**config.mk**
```make
export PLATFORM = sky130hd
export DESIGN_NAME = irq_vector_ctrl
export DESIGN_NICKNAME = d
export VERILOG_FILES = /design/src/rtl/vic_pkg.sv /design/src/rtl/vic_prio_pick.sv /design/src/rtl/vic_nmi_edge.sv /design/src/rtl/vic_nest_ctr.sv /design/src/rtl/irq_vector_ctrl.sv
export SDC_FILE = /design/constraint.sdc
export NUM_CORES = 1
export LEC_CHECK = 0
export ABC_AREA = 0
export BUFFER_PORTS_ARGS = -buffer_cell sky130_fd_sc_hd__buf_2
export CELL_PAD_IN_SITES_DETAIL_PLACEMENT = 1
export CELL_PAD_IN_SITES_GLOBAL_PLACEMENT = 1
export CORE_MARGIN = 4
export CORE_UTILIZATION = 32
export CTS_BUF_LIST = sky130_fd_sc_hd__clkbuf_4 sky130_fd_sc_hd__clkbuf_8 sky130_fd_sc_hd__clkbuf_16
export CTS_CLUSTER_DIAMETER = 40
export CTS_CLUSTER_SIZE = 14
export DETAILED_ROUTE_END_ITERATION = 16
export GPL_TIMING_DRIVEN = 0
export PLACE_DENSITY_LB_ADDON = 0.25
export SLEW_MARGIN = 20
export SYNTH_ARGS = -nofsm -noshare
export SYNTH_HDL_FRONTEND = slang
export SYNTH_SLANG_ARGS = --single-unit
```
**constraint.sdc**
```tcl
create_clock -name clk -period 2.3 [get_ports clk]
set_input_delay 0.115 -clock clk [delete_from_list [all_inputs] [get_ports clk]]
set_output_delay 0.115 -clock clk [all_outputs]
set_load 0.05 [all_outputs]
```
**src/rtl/vic_pkg.sv**
```systemverilog
package vic_pkg;
  localparam int STATUS_W    = 8;
  localparam int GIE_BIT     = 7;
  localparam int ACT_BIT     = 6;
  localparam int NMI_ACT_BIT = 5;
  localparam int NMI_VEC_NUM = 1;

  // vector number assigned to a maskable source index
  function automatic int vec_of_src(input int idx, input int first_vec);
    return first_vec + idx;
  endfunction

  // table address of a vector number: two words per entry, numbering from 1
  function automatic int addr_of_vec(input int vnum);
    return 2 * (vnum - 1);
  endfunction
endpackage

```
**src/rtl/vic_prio_pick.sv**
```systemverilog
module vic_prio_pick #(
  parameter int N     = 8,
  parameter int IDX_W = $clog2(N)
) (
  input  logic [N-1:0]     req,
  output logic             any,
  output logic [IDX_W-1:0] idx
);
  logic [N-1:0] first;

  // first[g] is set only for the lowest set request bit
  generate
    for (genvar g = 0; g < N; g++) begin : g_first
      if (g == 0) begin : g_lsb
        assign first[g] = req[g];
      end else begin : g_upper
        assign first[g] = req[g] & ~(|req[g-1:0]);
      end
    end
  endgenerate

  assign any = |req;

  always_comb begin
    idx = '0;
    for (int i = 0; i < N; i++) begin
      if (first[i]) idx = idx | IDX_W'(i);
    end
  end

  logic [N-1:0] below_mask;
  assign below_mask = (N'(1) << idx) - N'(1);

  // chosen bit is set and nothing below it is set
  always_comb begin
    if (any) begin
      p_pick_lowest_r3: assert (req[idx] && ((req & below_mask) == '0));
    end
  end
endmodule

```
**src/rtl/vic_nmi_edge.sv**
```systemverilog
module vic_nmi_edge (
  input  logic clk,
  input  logic rst_n,
  input  logic nmi_in,
  input  logic take_nmi,
  output logic nmi_pend,
  output logic nmi_rise
);
  logic nmi_q;

  assign nmi_rise = nmi_in & ~nmi_q;

  always_ff @(posedge clk) begin
    if (!rst_n) begin
      nmi_q    <= 1'b0;
      nmi_pend <= 1'b0;
    end else begin
      nmi_q    <= nmi_in;
      nmi_pend <= (nmi_pend & ~take_nmi) | nmi_rise;
    end
  end

  // a taken event is consumed unless a fresh edge arrives with it
  p_nmi_once_r8: assert property (@(posedge clk) disable iff (!rst_n)
    (take_nmi && !nmi_rise) |=> !nmi_pend);
  // an edge always leaves the event pending
  p_nmi_latch_r8: assert property (@(posedge clk) disable iff (!rst_n)
    nmi_rise |=> nmi_pend);
endmodule

```
**src/rtl/vic_nest_ctr.sv**
```systemverilog
module vic_nest_ctr #(
  parameter int DEPTH_W = 4
) (
  input  logic               clk,
  input  logic               rst_n,
  input  logic               inc,
  input  logic               dec,
  output logic [DEPTH_W-1:0] depth_q,
  output logic               zero_next,
  output logic               err
);
  localparam logic [DEPTH_W-1:0] DMAX = {DEPTH_W{1'b1}};

  logic [DEPTH_W-1:0] depth_d;
  logic               sat;

  always_comb begin
    depth_d = depth_q;
    sat     = 1'b0;
    if (inc && !dec) begin
      if (depth_q == DMAX) sat = 1'b1;
      else depth_d = depth_q + DEPTH_W'(1);
    end else if (dec && !inc) begin
      if (depth_q == '0) sat = 1'b1;
      else depth_d = depth_q - DEPTH_W'(1);
    end
  end

  assign zero_next = (depth_d == '0);

  always_ff @(posedge clk) begin
    if (!rst_n) begin
      depth_q <= DEPTH_W'(1);
      err     <= 1'b0;
    end else begin
      depth_q <= depth_d;
      err     <= sat;
    end
  end

  p_no_wrap_top_r10: assert property (@(posedge clk) disable iff (!rst_n)
    (inc && !dec && depth_q == DMAX) |=> (depth_q == DMAX && err));
  p_no_wrap_low_r10: assert property (@(posedge clk) disable iff (!rst_n)
    (dec && !inc && depth_q == '0) |=> (depth_q == '0 && err));
  p_both_hold_r9: assert property (@(posedge clk) disable iff (!rst_n)
    (inc && dec) |=> $stable(depth_q));
endmodule

```
**src/rtl/irq_vector_ctrl.sv**
```systemverilog
module irq_vector_ctrl #(
  parameter int NUM_SRC   = 8,
  parameter int FIRST_VEC = 2,
  parameter int VEC_W     = 8,
  parameter int ADDR_W    = VEC_W + 1,
  parameter int DEPTH_W   = 4,
  parameter int IDX_W     = $clog2(NUM_SRC)
) (
  input  logic               clk,
  input  logic               rst_n,
  input  logic [NUM_SRC-1:0] irq_req,
  input  logic               nmi_in,
  input  logic               gie_set,
  input  logic               gie_clr,
  input  logic               core_ack,
  input  logic               core_ret,
  output logic               irq_valid,
  output logic [VEC_W-1:0]   vec_num,
  output logic [ADDR_W-1:0]  vec_addr,
  output logic [7:0]         status,
  output logic               src_ack,
  output logic               src_ack_nmi,
  output logic [IDX_W-1:0]   src_ack_idx,
  output logic               nest_err
);
  import vic_pkg::*;

  // named internal events
  logic               gie_q, active_q, nmi_act_q;
  logic               active_d, nmi_act_d, gie_d;
  logic               pick_any;
  logic [IDX_W-1:0]   pick_idx;
  logic               nmi_pend, nmi_rise;
  logic               take, take_nmi, ret_ev;
  logic [DEPTH_W-1:0] depth_q;
  logic               depth_zero_next;

  vic_prio_pick #(.N(NUM_SRC), .IDX_W(IDX_W)) u_pick (
    .req (irq_req),
    .any (pick_any),
    .idx (pick_idx)
  );

  vic_nmi_edge u_nmi (
    .clk      (clk),
    .rst_n    (rst_n),
    .nmi_in   (nmi_in),
    .take_nmi (take_nmi),
    .nmi_pend (nmi_pend),
    .nmi_rise (nmi_rise)
  );

  vic_nest_ctr #(.DEPTH_W(DEPTH_W)) u_nest (
    .clk       (clk),
    .rst_n     (rst_n),
    .inc       (gie_clr),
    .dec       (gie_set),
    .depth_q   (depth_q),
    .zero_next (depth_zero_next),
    .err       (nest_err)
  );

  assign irq_valid = !active_q && (nmi_pend || (gie_q && pick_any));
  assign take      = irq_valid && core_ack;
  assign take_nmi  = take && nmi_pend;
  assign ret_ev    = core_ret && active_q;

  always_comb begin
    if (nmi_pend) vec_num = VEC_W'(NMI_VEC_NUM);
    else          vec_num = VEC_W'(vec_of_src(int'(pick_idx), FIRST_VEC));
  end
  assign vec_addr = ADDR_W'(addr_of_vec(int'(vec_num)));

  always_comb begin
    active_d  = active_q;
    nmi_act_d = nmi_act_q;
    if (take) begin
      active_d  = 1'b1;
      nmi_act_d = nmi_pend;
    end else if (ret_ev) begin
      active_d  = 1'b0;
      nmi_act_d = 1'b0;
    end
    gie_d = depth_zero_next && !active_d;
  end

  always_ff @(posedge clk) begin
    if (!rst_n) begin
      gie_q       <= 1'b0;
      active_q    <= 1'b0;
      nmi_act_q   <= 1'b0;
      src_ack     <= 1'b0;
      src_ack_nmi <= 1'b0;
      src_ack_idx <= '0;
    end else begin
      gie_q       <= gie_d;
      active_q    <= active_d;
      nmi_act_q   <= nmi_act_d;
      src_ack     <= take;
      src_ack_nmi <= take_nmi;
      src_ack_idx <= (take && !nmi_pend) ? pick_idx : '0;
    end
  end

  always_comb begin
    status              = '0;
    status[GIE_BIT]     = gie_q;
    status[ACT_BIT]     = active_q;
    status[NMI_ACT_BIT] = nmi_act_q;
  end

  p_blocked_r2: assert property (@(posedge clk) disable iff (!rst_n)
    (!gie_q && !nmi_pend) |-> !irq_valid);
  p_take_clears_gie_r5: assert property (@(posedge clk) disable iff (!rst_n)
    take |=> (!gie_q && active_q && !irq_valid));
  p_ack_pulse_r6: assert property (@(posedge clk) disable iff (!rst_n)
    src_ack |=> !src_ack);
  p_ret_restore_r7: assert property (@(posedge clk) disable iff (!rst_n)
    (ret_ev && depth_q == '0 && !gie_clr && !gie_set) |=> (gie_q && !active_q));
  p_nmi_first_r8: assert property (@(posedge clk) disable iff (!rst_n)
    (irq_valid && nmi_pend) |-> (vec_addr == '0));
endmodule

```
Yosys cells after proc, flatten, opt, wreduce, memory -nomap -nowiden:

Cells that the tools add are included.

* bits in registers: 15
* bits of input ports: 15

* $add $sub $neg: 4
* equal/unequal tests: 1
* mux-type cells: 20
* bitwise operators: 19
* reductions and logical operators: 26

Operator list (count)
* $mux 4: 5
* $mux 3: 4
* $and 1x1->1: 9
* $logic_and 1x1->1: 9
* $mux 1: 9
* $not 1->1: 9
* $logic_not 4->1: 2
* $reduce_or 8->1: 1
* $sub 8x1->8 const B: 1
* $reduce_or 7->1: 1
* $reduce_or 6->1: 1
* $logic_not 1->1: 5
* $reduce_or 5->1: 1
* $add 2x3->4 const A: 1
* $add 4x1->4 const B: 1
* $eq 4x4->1 const B: 1
* $mux 2: 2
* $reduce_or 4->1: 1
* $sub 4x1->4 const B: 1
* $reduce_or 3->1: 1
* $reduce_and 2->1: 1
* $reduce_bool 2->1: 1
* $reduce_or 2->1: 1
* $logic_or 1x1->1: 1
* $or 1x1->1: 1

Logic depth before layout (Yosys ltp):

Gate-level depths: netlist of run 1.

* depth in word-level cells: 12
* depth in mapped cells: 9
* gate-level depth less buffers: 9

Hierarchy:

Synthesis of run 1 repeated with hierarchy kept, for this count alone.

* cell total of the unflattened synthesis: 130
* area total of the unflattened synthesis: 1124.8 sq um

Modules (own cells, without submodules)
* irq_vector_ctrl: times used 1, cells an instance 61, area each 539.3 sq um, sequential area each 160.2 sq um
* vic_nest_ctr: times used 1, cells an instance 49, area each 429.2 sq um, sequential area each 100.1 sq um
* vic_prio_pick: times used 1, cells an instance 14, area each 81.3 sq um, sequential area each 0.0 sq um
* vic_nmi_edge: times used 1, cells an instance 6, area each 75.1 sq um, sequential area each 40.0 sq um

Worst setup path after synthesis of run 1:

Ideal clock, no wire load.

* path kind: input port to output port
* start point: in irq_req[7]
* end point: out vec_addr[7]
* arrival time: 2.462 ns
* required time: 2.185 ns
* slack: -0.277 ns
* stages: 8
* path through: nor2b_1 -> o21bai_1 -> a21oi_1 -> o21bai_1 -> nor2b_1 -> ha_1 -> and3_1 -> buf_4

* longest elaborated chain between the ends: 5

Ends and longest elaborated chain
* from (decl): line irq_vector_ctrl.sv:11 `input logic [NUM_SRC-1:0] irq_req,`
* $and 1x1->1: line vic_prio_pick.sv:17 `assign first[g] = req[g] & ~(|req[g-1:0]);`
* $mux 3: line vic_prio_pick.sv:27 `if (first[i]) idx = idx | IDX_W'(i);`
* $add 2x3->4: line vic_pkg.sv:10 `return first_vec + idx;`
* $mux 4: line irq_vector_ctrl.sv:69 `if (nmi_pend) vec_num = VEC_W'(NMI_VEC_NUM);`
* $sub 8x1->8: line vic_pkg.sv:15 `return 2 * (vnum - 1);`
* to (decl): line irq_vector_ctrl.sv:19 `output logic [ADDR_W-1:0] vec_addr,`

No other way between the ends.

Worst setup path in the final report of run 1:

* start point: in irq_req[6]
* end point: out vec_addr[4]

* longest elaborated chain between the ends: 7

Ends and longest elaborated chain
* $reduce_or 7->1: line vic_prio_pick.sv:17
* $not 1->1: line vic_prio_pick.sv:17
* $and 1x1->1: line vic_prio_pick.sv:17
* $mux 3 (*): line vic_prio_pick.sv:27
* net pick_idx[1]: line irq_vector_ctrl.sv:32 `logic [IDX_W-1:0] pick_idx;`
* $add 2x3->4 (*): line vic_pkg.sv:10
* $mux 4 (*): line irq_vector_ctrl.sv:69
* $sub 8x1->8 (*): line vic_pkg.sv:15

Mark *: on every way through the listed nets, which the timed path passes. The rest lies on a longest branch.

==> summary.md, run 1 <==
| Metric | Value |
|---|---|
| Worst reg2reg startpoint | u_nest.depth_q[1] |
| Clock Skew | 0.002986 ns |
| CTS tree | built |
| M1 WL | 1121 um |
| CP peak stage delay | 0.34 ns |
| Synthesized area | 0.001040 mm^2 |
| CORE AREA | 0.003078 mm^2 |
| Total gr overflow | 0 |
| Multi-input logic area | 636.9 um^2 |
| Root Buffer | clkbuf_4 |
| Crit path cell chain | buf_2 -> nor2_1 -> nor3_1 -> o31ai_2 -> inv_1 -> ha_1 -> nor4_2 -> ha_1 -> inv_1 -> buf_2 |
| Register-to-register setup slack | 0.33 ns |
| VDD IR-drop max | 0.0003716 V |
| WL per Instance | 11.93 um |
| Clk sinks | 15 |
| Post-layout min period | 2.130 ns |
| DPL Wire Length | 2214 um |
| Post-Route WL | 2660 um |
| DR pass1 iterations | 4 |
| Area Growth Syn to Fin | 32.49% |
| Syn_area_per_cell | 8.060 um^2 |
| Cell Rows | 20 |
| Worst Hold Class | in2reg |
| Die area | 0.004225 mm^2 |
| I/O pins | 47 |
| Post-synthesis sequential area ratio | 0.2888 |
| Worst Hold End | u_nmi.nmi_q |
| CP Launch Type | input pin |
| Mapped Cells | 129 |
| Hold Path Cell Cnt | 2 |
| Max cap viols | 0 |
| Clk slew on worst S/H paths | 0.09 ns |
| Die Span Y | 65 um |
| Clock Path Buffers | 2 |
| Final setup fails | 0 |
| Initial antenna violation count | 0 |
| CP max-delay cell | o31ai_2 |
| Vias in the first global route | 1008 |
| Net total in the final layout | 200 |
| Pleak | 0.7108 nW |
| CP Capture Type | primary output |
| Library cells used by synthesis | 40 |
| Min-delay src | nmi_in |
| Diode count | 0 |
| Power density over the cells | 572.9 mW/mm^2 |
| Status | finished, final reports clean |
| DRT iter0 DRCs | 14 |
| Layout cells sized above 1 | 0.3966 |
| Antenna-violating nets left | 0 |
| Worst Path Max Fanout | 4 |
| Routed wl met3 | 183 um |
| Initial Util | 0.3378 |
| Seq. cell area | 300.3 um^2 |
| Final period util | 0.9261 |
| Tot Pwr | 0.0007892 W |
| Gpl congestion | 0.8510 |
| Clk_lat worst skew | 0.27 ns |
| CP arrival | 2.02 ns |
| Die W | 65 um |
| Routed vias | 1002 |
| Met2 wire len | 1354 um |
| First-pass GRT wire length | 4402 um |
| Num CTS Buffers | 3 |
| Worst EP required | 2.18 ns |
| Number of synthesized register bits | 15 |
| CP Class | in2out |
| F_max | 469.5 MHz |
| Max Slew Vio Count | 0 |
| Total track usage | 0.1289 |
| Pin count of the biggest net entering global routing | 11 |
| R2R cell count | 7 |
| DRC viols | 0 |
| Unrepaired setup endpoints after global routing | false |
| Final-layout fill cell count | 391 |
| Yosys warns | 0 |
| Detailed-route vias per instance | 4.493 |
| DR top layer | met3 |
| Post-Route Setup TNS | 0 ns |
| PortBufs | 35 |
| Final Hold Viols | 0 |
| H-tree lvl count | 1 |
| Critical R2R Capture | u_nest.depth_q[1] |
[through the flow]
stage                     cell area [um^2]  hold slack (ns)  setup WS [ns]    util  instances
after global routing                  1378          0.07114       0.009500  0.4476        223
after detailed placement              1309           0.3421       -0.07533  0.4252        217
after CTS                             1350          0.04737        0.01263  0.4386        221
final                                 1378          0.05047         0.1699  0.4476        223
after floorplan                       1079           0.2153        0.02268       -        138
after global placement                1309           0.3345       -0.06793  0.4252        217
[cells in the final DEF (no fill, tap or decap), types with 2 or more instances in the layout]
master / count
inv_1: 12
dfxtp_1: 15
nand2_1: 11
nand2b_1: 3
nor3b_1: 2
a21oi_1: 4
o22ai_1: 2
conb_1: 10
and3_1: 3
nor2b_2: 2
nand3_1: 2
nor2_1: 10
clkbuf_4: 4
ha_1: 5
nor4_2: 4
buf_2: 35
and2_1: 3
nor2b_1: 6
o21ai_0: 4
o21bai_1: 2
nand2b_4: 2
xnor2_1: 2
buf_4: 16
[routing by layer]
layer,vias up,global-route usage
li1,512,-
met1,459,0.1441
met2,31,0.2439
met3,0,0.03813
met4,0,0.01583
met5,-,0
[kinds of logic (layout without fill, tap and decap cells)]
family / Yosys count / count (layout) / share of synthesized area
adders and majority gates: 5 / 5 / 0.06017
buffers and inverters: 28 / 69 / 0.1588
DFF: 15 / 15 / 0.2888
and+or+nand+nor: 56 / 56 / 0.3261
other: 1 / 10 / 0.003607
xor gates and xnor gates: 2 / 2 / 0.01685
AOI/OAI and AO/OA: 22 / 22 / 0.1456
[cells in the mapped netlist, drive strengths merged]
cell type / instances / share of area
a211oi: 1 / 0.0072
nand3b: 1 / 0.0072
a21oi: 4 / 0.019
or3b: 1 / 0.0084
and2: 4 / 0.025
xnor2: 2 / 0.017
nand3: 2 / 0.0096
o211ai: 2 / 0.019
clkbuf: 1 / 0.0036
conb: 1 / 0.0036
and3: 3 / 0.018
o21a: 1 / 0.0072
a21boi: 1 / 0.0072
or4: 1 / 0.011
or3: 2 / 0.017
nor4: 4 / 0.030
o22ai: 2 / 0.012
a221oi: 1 / 0.0084
nor3b: 2 / 0.014
o21bai: 2 / 0.014
o21ai: 5 / 0.028
nand2b: 5 / 0.045
nor3: 1 / 0.0048
dfxtp: 15 / 0.29
inv: 12 / 0.043
o221ai: 1 / 0.0084
buf: 15 / 0.11
and4bb: 1 / 0.012
nor2b: 8 / 0.048
nand2: 11 / 0.040
ha: 5 / 0.060
o31ai: 2 / 0.014
nor2: 10 / 0.036
[registers in the layout (all words and copies together) (netlist names)]
name	count
u_nest.depth_q	4
src_ack_idx	3
active_q	1
gie_q	1
nmi_act_q	1
src_ack	1
src_ack_nmi	1
u_nest.err	1
u_nmi.nmi_pend	1
u_nmi.nmi_q	1
[how the worst max path moves through the flow]
stage                from  depth (start not counted)           to
6_report       irq_req[6]                         10  vec_addr[4]
5_1_grt        irq_req[6]                         10  vec_addr[4]
4_1_cts        irq_req[2]                          8  vec_addr[4]
3_5_place_dp   irq_req[6]                         10  vec_addr[4]
3_3_place_gp   irq_req[6]                          8  vec_addr[4]
2_1_floorplan  irq_req[7]                          8  vec_addr[7]
[repair_timing]
action,CTS,global route
hold buffers,0,0
gates resized for setup,2,2
buffers inserted,0,2
pin swaps,0,1
setup endpoints to repair,1,3
[power breakdown]
part	switching [W]	internal (W)	total, W
registers	0.0000152	0.000275	0.000290
logic	0.000233	0.000105	0.000338
clock network	0.0000817	0.0000789	0.000161
total	0.000330	0.000459	0.000789
[layout make-up]
class	count	share of cell area
Buffer	16	0.08719
Clock buffer	4	0.02180
Inverter	12	0.03270
Multi-Input combinational cell	95	0.4623
Sequential cell	15	0.2180
Tap cell	44	0.03996
Timing Repair Buffer	37	0.1381
[critical path, delay by kind of cell]
family	cells	cell delay (ns)
simple gates	3	0.45
buf+inv	4	0.50
compound gates	1	0.34
fa+ha+maj	2	0.61
Note: power is estimated with default switching activity, not from simulation.
==> inputs of run 2 (changes only) <==
--- a/config.mk
+++ b/config.mk
@@ -17,6 +17,7 @@
 export DETAILED_ROUTE_END_ITERATION = 16
 export GPL_TIMING_DRIVEN = 0
 export PLACE_DENSITY_LB_ADDON = 0.25
+export REMOVE_ABC_BUFFERS = 1
 export SLEW_MARGIN = 20
 export SYNTH_ARGS = -nofsm -noshare
 export SYNTH_HDL_FRONTEND = slang
==> run 2 against run 1 <==
Combinational power fell by 8.0%. Via count is 1.5% lower. Critical endpoint unchanged. Largest cell class unchanged. Power decreased by 3.5%. Worst setup slack worse by 0.062 ns. Count of clock-buffer cells in the layout did not move. Critical path depth unchanged. Critical path type unchanged. Clock power fell by 2%. Non-clock buffer count decreased by 15.
==> summary.md, run 2 (same netlist as run 1, synthesis figures left out) <==
| Metric | Value |
|---|---|
| Worst Hold Class | in2reg |
| Detailed-route vias per instance | 4.745 |
| Total track usage | 0.1300 |
| Area Growth Syn to Fin | 20.94% |
| Register-to-register setup slack | 0.28 ns |
| Placed cells | 202 |
| Clock Path Buffers | 2 |
| Num CTS Buffers | 3 |
| CP Launch Type | input pin |
| Pleak | 0.6302 nW |
| DR pass1 iterations | 4 |
| Status | finished, final reports clean |
| CTS tree | built |
| Die W | 65 um |
| CORE AREA | 0.003078 mm^2 |
| Commonest non-fill, non-tap cell in the layout | buf_2 |
| Clk sinks | 15 |
| Net total in the final layout | 185 |
| F_max | 456.3 MHz |
| CP arrival | 2.08 ns |
| Die Span Y | 65 um |
| H-tree lvl count | 1 |
| Crit path cell chain | buf_2 -> nor2_1 -> nor3_1 -> o31ai_2 -> inv_1 -> ha_1 -> nor4_2 -> ha_1 -> inv_1 -> buf_2 |
| Worst Path Max Fanout | 4 |
| CP Class | in2out |
| Commonest non-fill, non-tap cells in the layout | buf_2 (36), dfxtp_1 (15), inv_1 (12) |
| First-pass GRT wire length | 4422 um |
| I/O pins | 47 |
| Regs by FF count | u_nest.depth_q x4, src_ack_idx x3 |
| DRC viols | 0 |
| Worst path bufs/invs | 4 |
| DPL Wire Length | 2163 um |
| Top reg by flops | u_nest.depth_q |
| Die area | 0.004225 mm^2 |
| Largest register FFs | 4 |
| Pin count of the biggest net entering global routing | 12 |
| Clk slew on worst S/H paths | 0.08 ns |
| VDD IR-drop max | 0.0003335 V |
| Max cap viols | 0 |
| Clk_lat worst skew | 0.28 ns |
| Worst hold margin | 0.05571 ns |
| Diode count | 0 |
| Power density over the cells | 606.0 mW/mm^2 |
| Vias in the first global route | 1024 |
| Layout cells sized above 1 | 0.3354 |
| Worst EP required | 2.18 ns |
| Root Buffer | clkbuf_4 |
| Post-Route WL | 2568 um |
| Non-filler cells, final | 208 |
| Initial antenna violation count | 0 |
| CP max-delay cell | o31ai_2 |
| Hold_buf cts | 0 |
| WL per Instance | 12.35 um |
| Initial Util | 0.3378 |
| Tot Pwr | 0.0007620 W |
| Delay-heaviest family, CP | adder cells |
| PortBufs | 36 |
| DRT iter0 DRCs | 27 |
| Routed vias | 987 |
| Cell Rows | 20 |
| Gpl congestion | 0.8290 |
| Final period util | 0.9529 |
| Clock Skew | 0.002081 ns |
| Post-layout min period | 2.192 ns |
| Final Hold Viols | 0 |
| Max Slew Vio Count | 0 |
| Antenna-violating nets left | 0 |
| CP Capture Type | primary output |
| Final setup fails | 0 |
| CP peak stage delay | 0.35 ns |
| Total gr overflow | 0 |
-- run 2: layout make-up --
cell class / count / area [um^2]
multi-input cells: 95 / 631.9
well taps: 44 / 55.05
repair buffers: 38 / 195.2
fillers: 396 / 1821
flip-flops and latches: 15 / 300.3
clock buffers: 4 / 30.03
inverters: 12 / 45.04
-- run 2: power by group --
part / internal, W / switching [W] / leakage, nW
Sequential: 0.000275 / 0.0000189 / 0.123
Clock: 0.0000790 / 0.0000781 / 0.0184
Combinational: 0.0000844 / 0.000226 / 0.489
Total: 0.000438 / 0.000323 / 0.630
-- run 2: per-layer routing --
layer,wire length (um),vias to the layer above,global-route usage
li1,-,483,-
met1,1095,457,0.1409
met2,1216,41,0.2350
met3,213,6,0.03293
met4,43,0,0.05805
met5,0,-,0
-- run 2: worst paths after layout --
check,start,endpoint,cells after the start
min,nmi_in,u_nmi.nmi_q,2
max reg2reg,u_nest.depth_q[1],u_nest.depth_q[1],7
min reg2reg,nmi_act_q,nmi_act_q,2
max,irq_req[6],vec_addr[4],10
-- run 2: through the flow --
stage               instance area (um^2)    util  setup slack (ns)   TNS, ns
finish                              1257  0.4085            0.1083         0
global route                        1257  0.4085          -0.01298  -0.01298
CTS                                 1236  0.4016           0.05943         0
detailed placement                  1189  0.3862          -0.08420  -0.08420
global placement                    1189  0.3862          -0.04925  -0.04925
floorplan                          953.4       -           -0.2968   -0.7457
-- run 2: timing repair --
| action | in CTS | in global routing |
|---|---|---|
| buffers inserted | 0 | 2 |
| pin swaps | 0 | 1 |
| cloned | 0 | 0 |
| endpoints found under the setup margin | 1 | 1 |
| resized for setup | 3 | 1 |
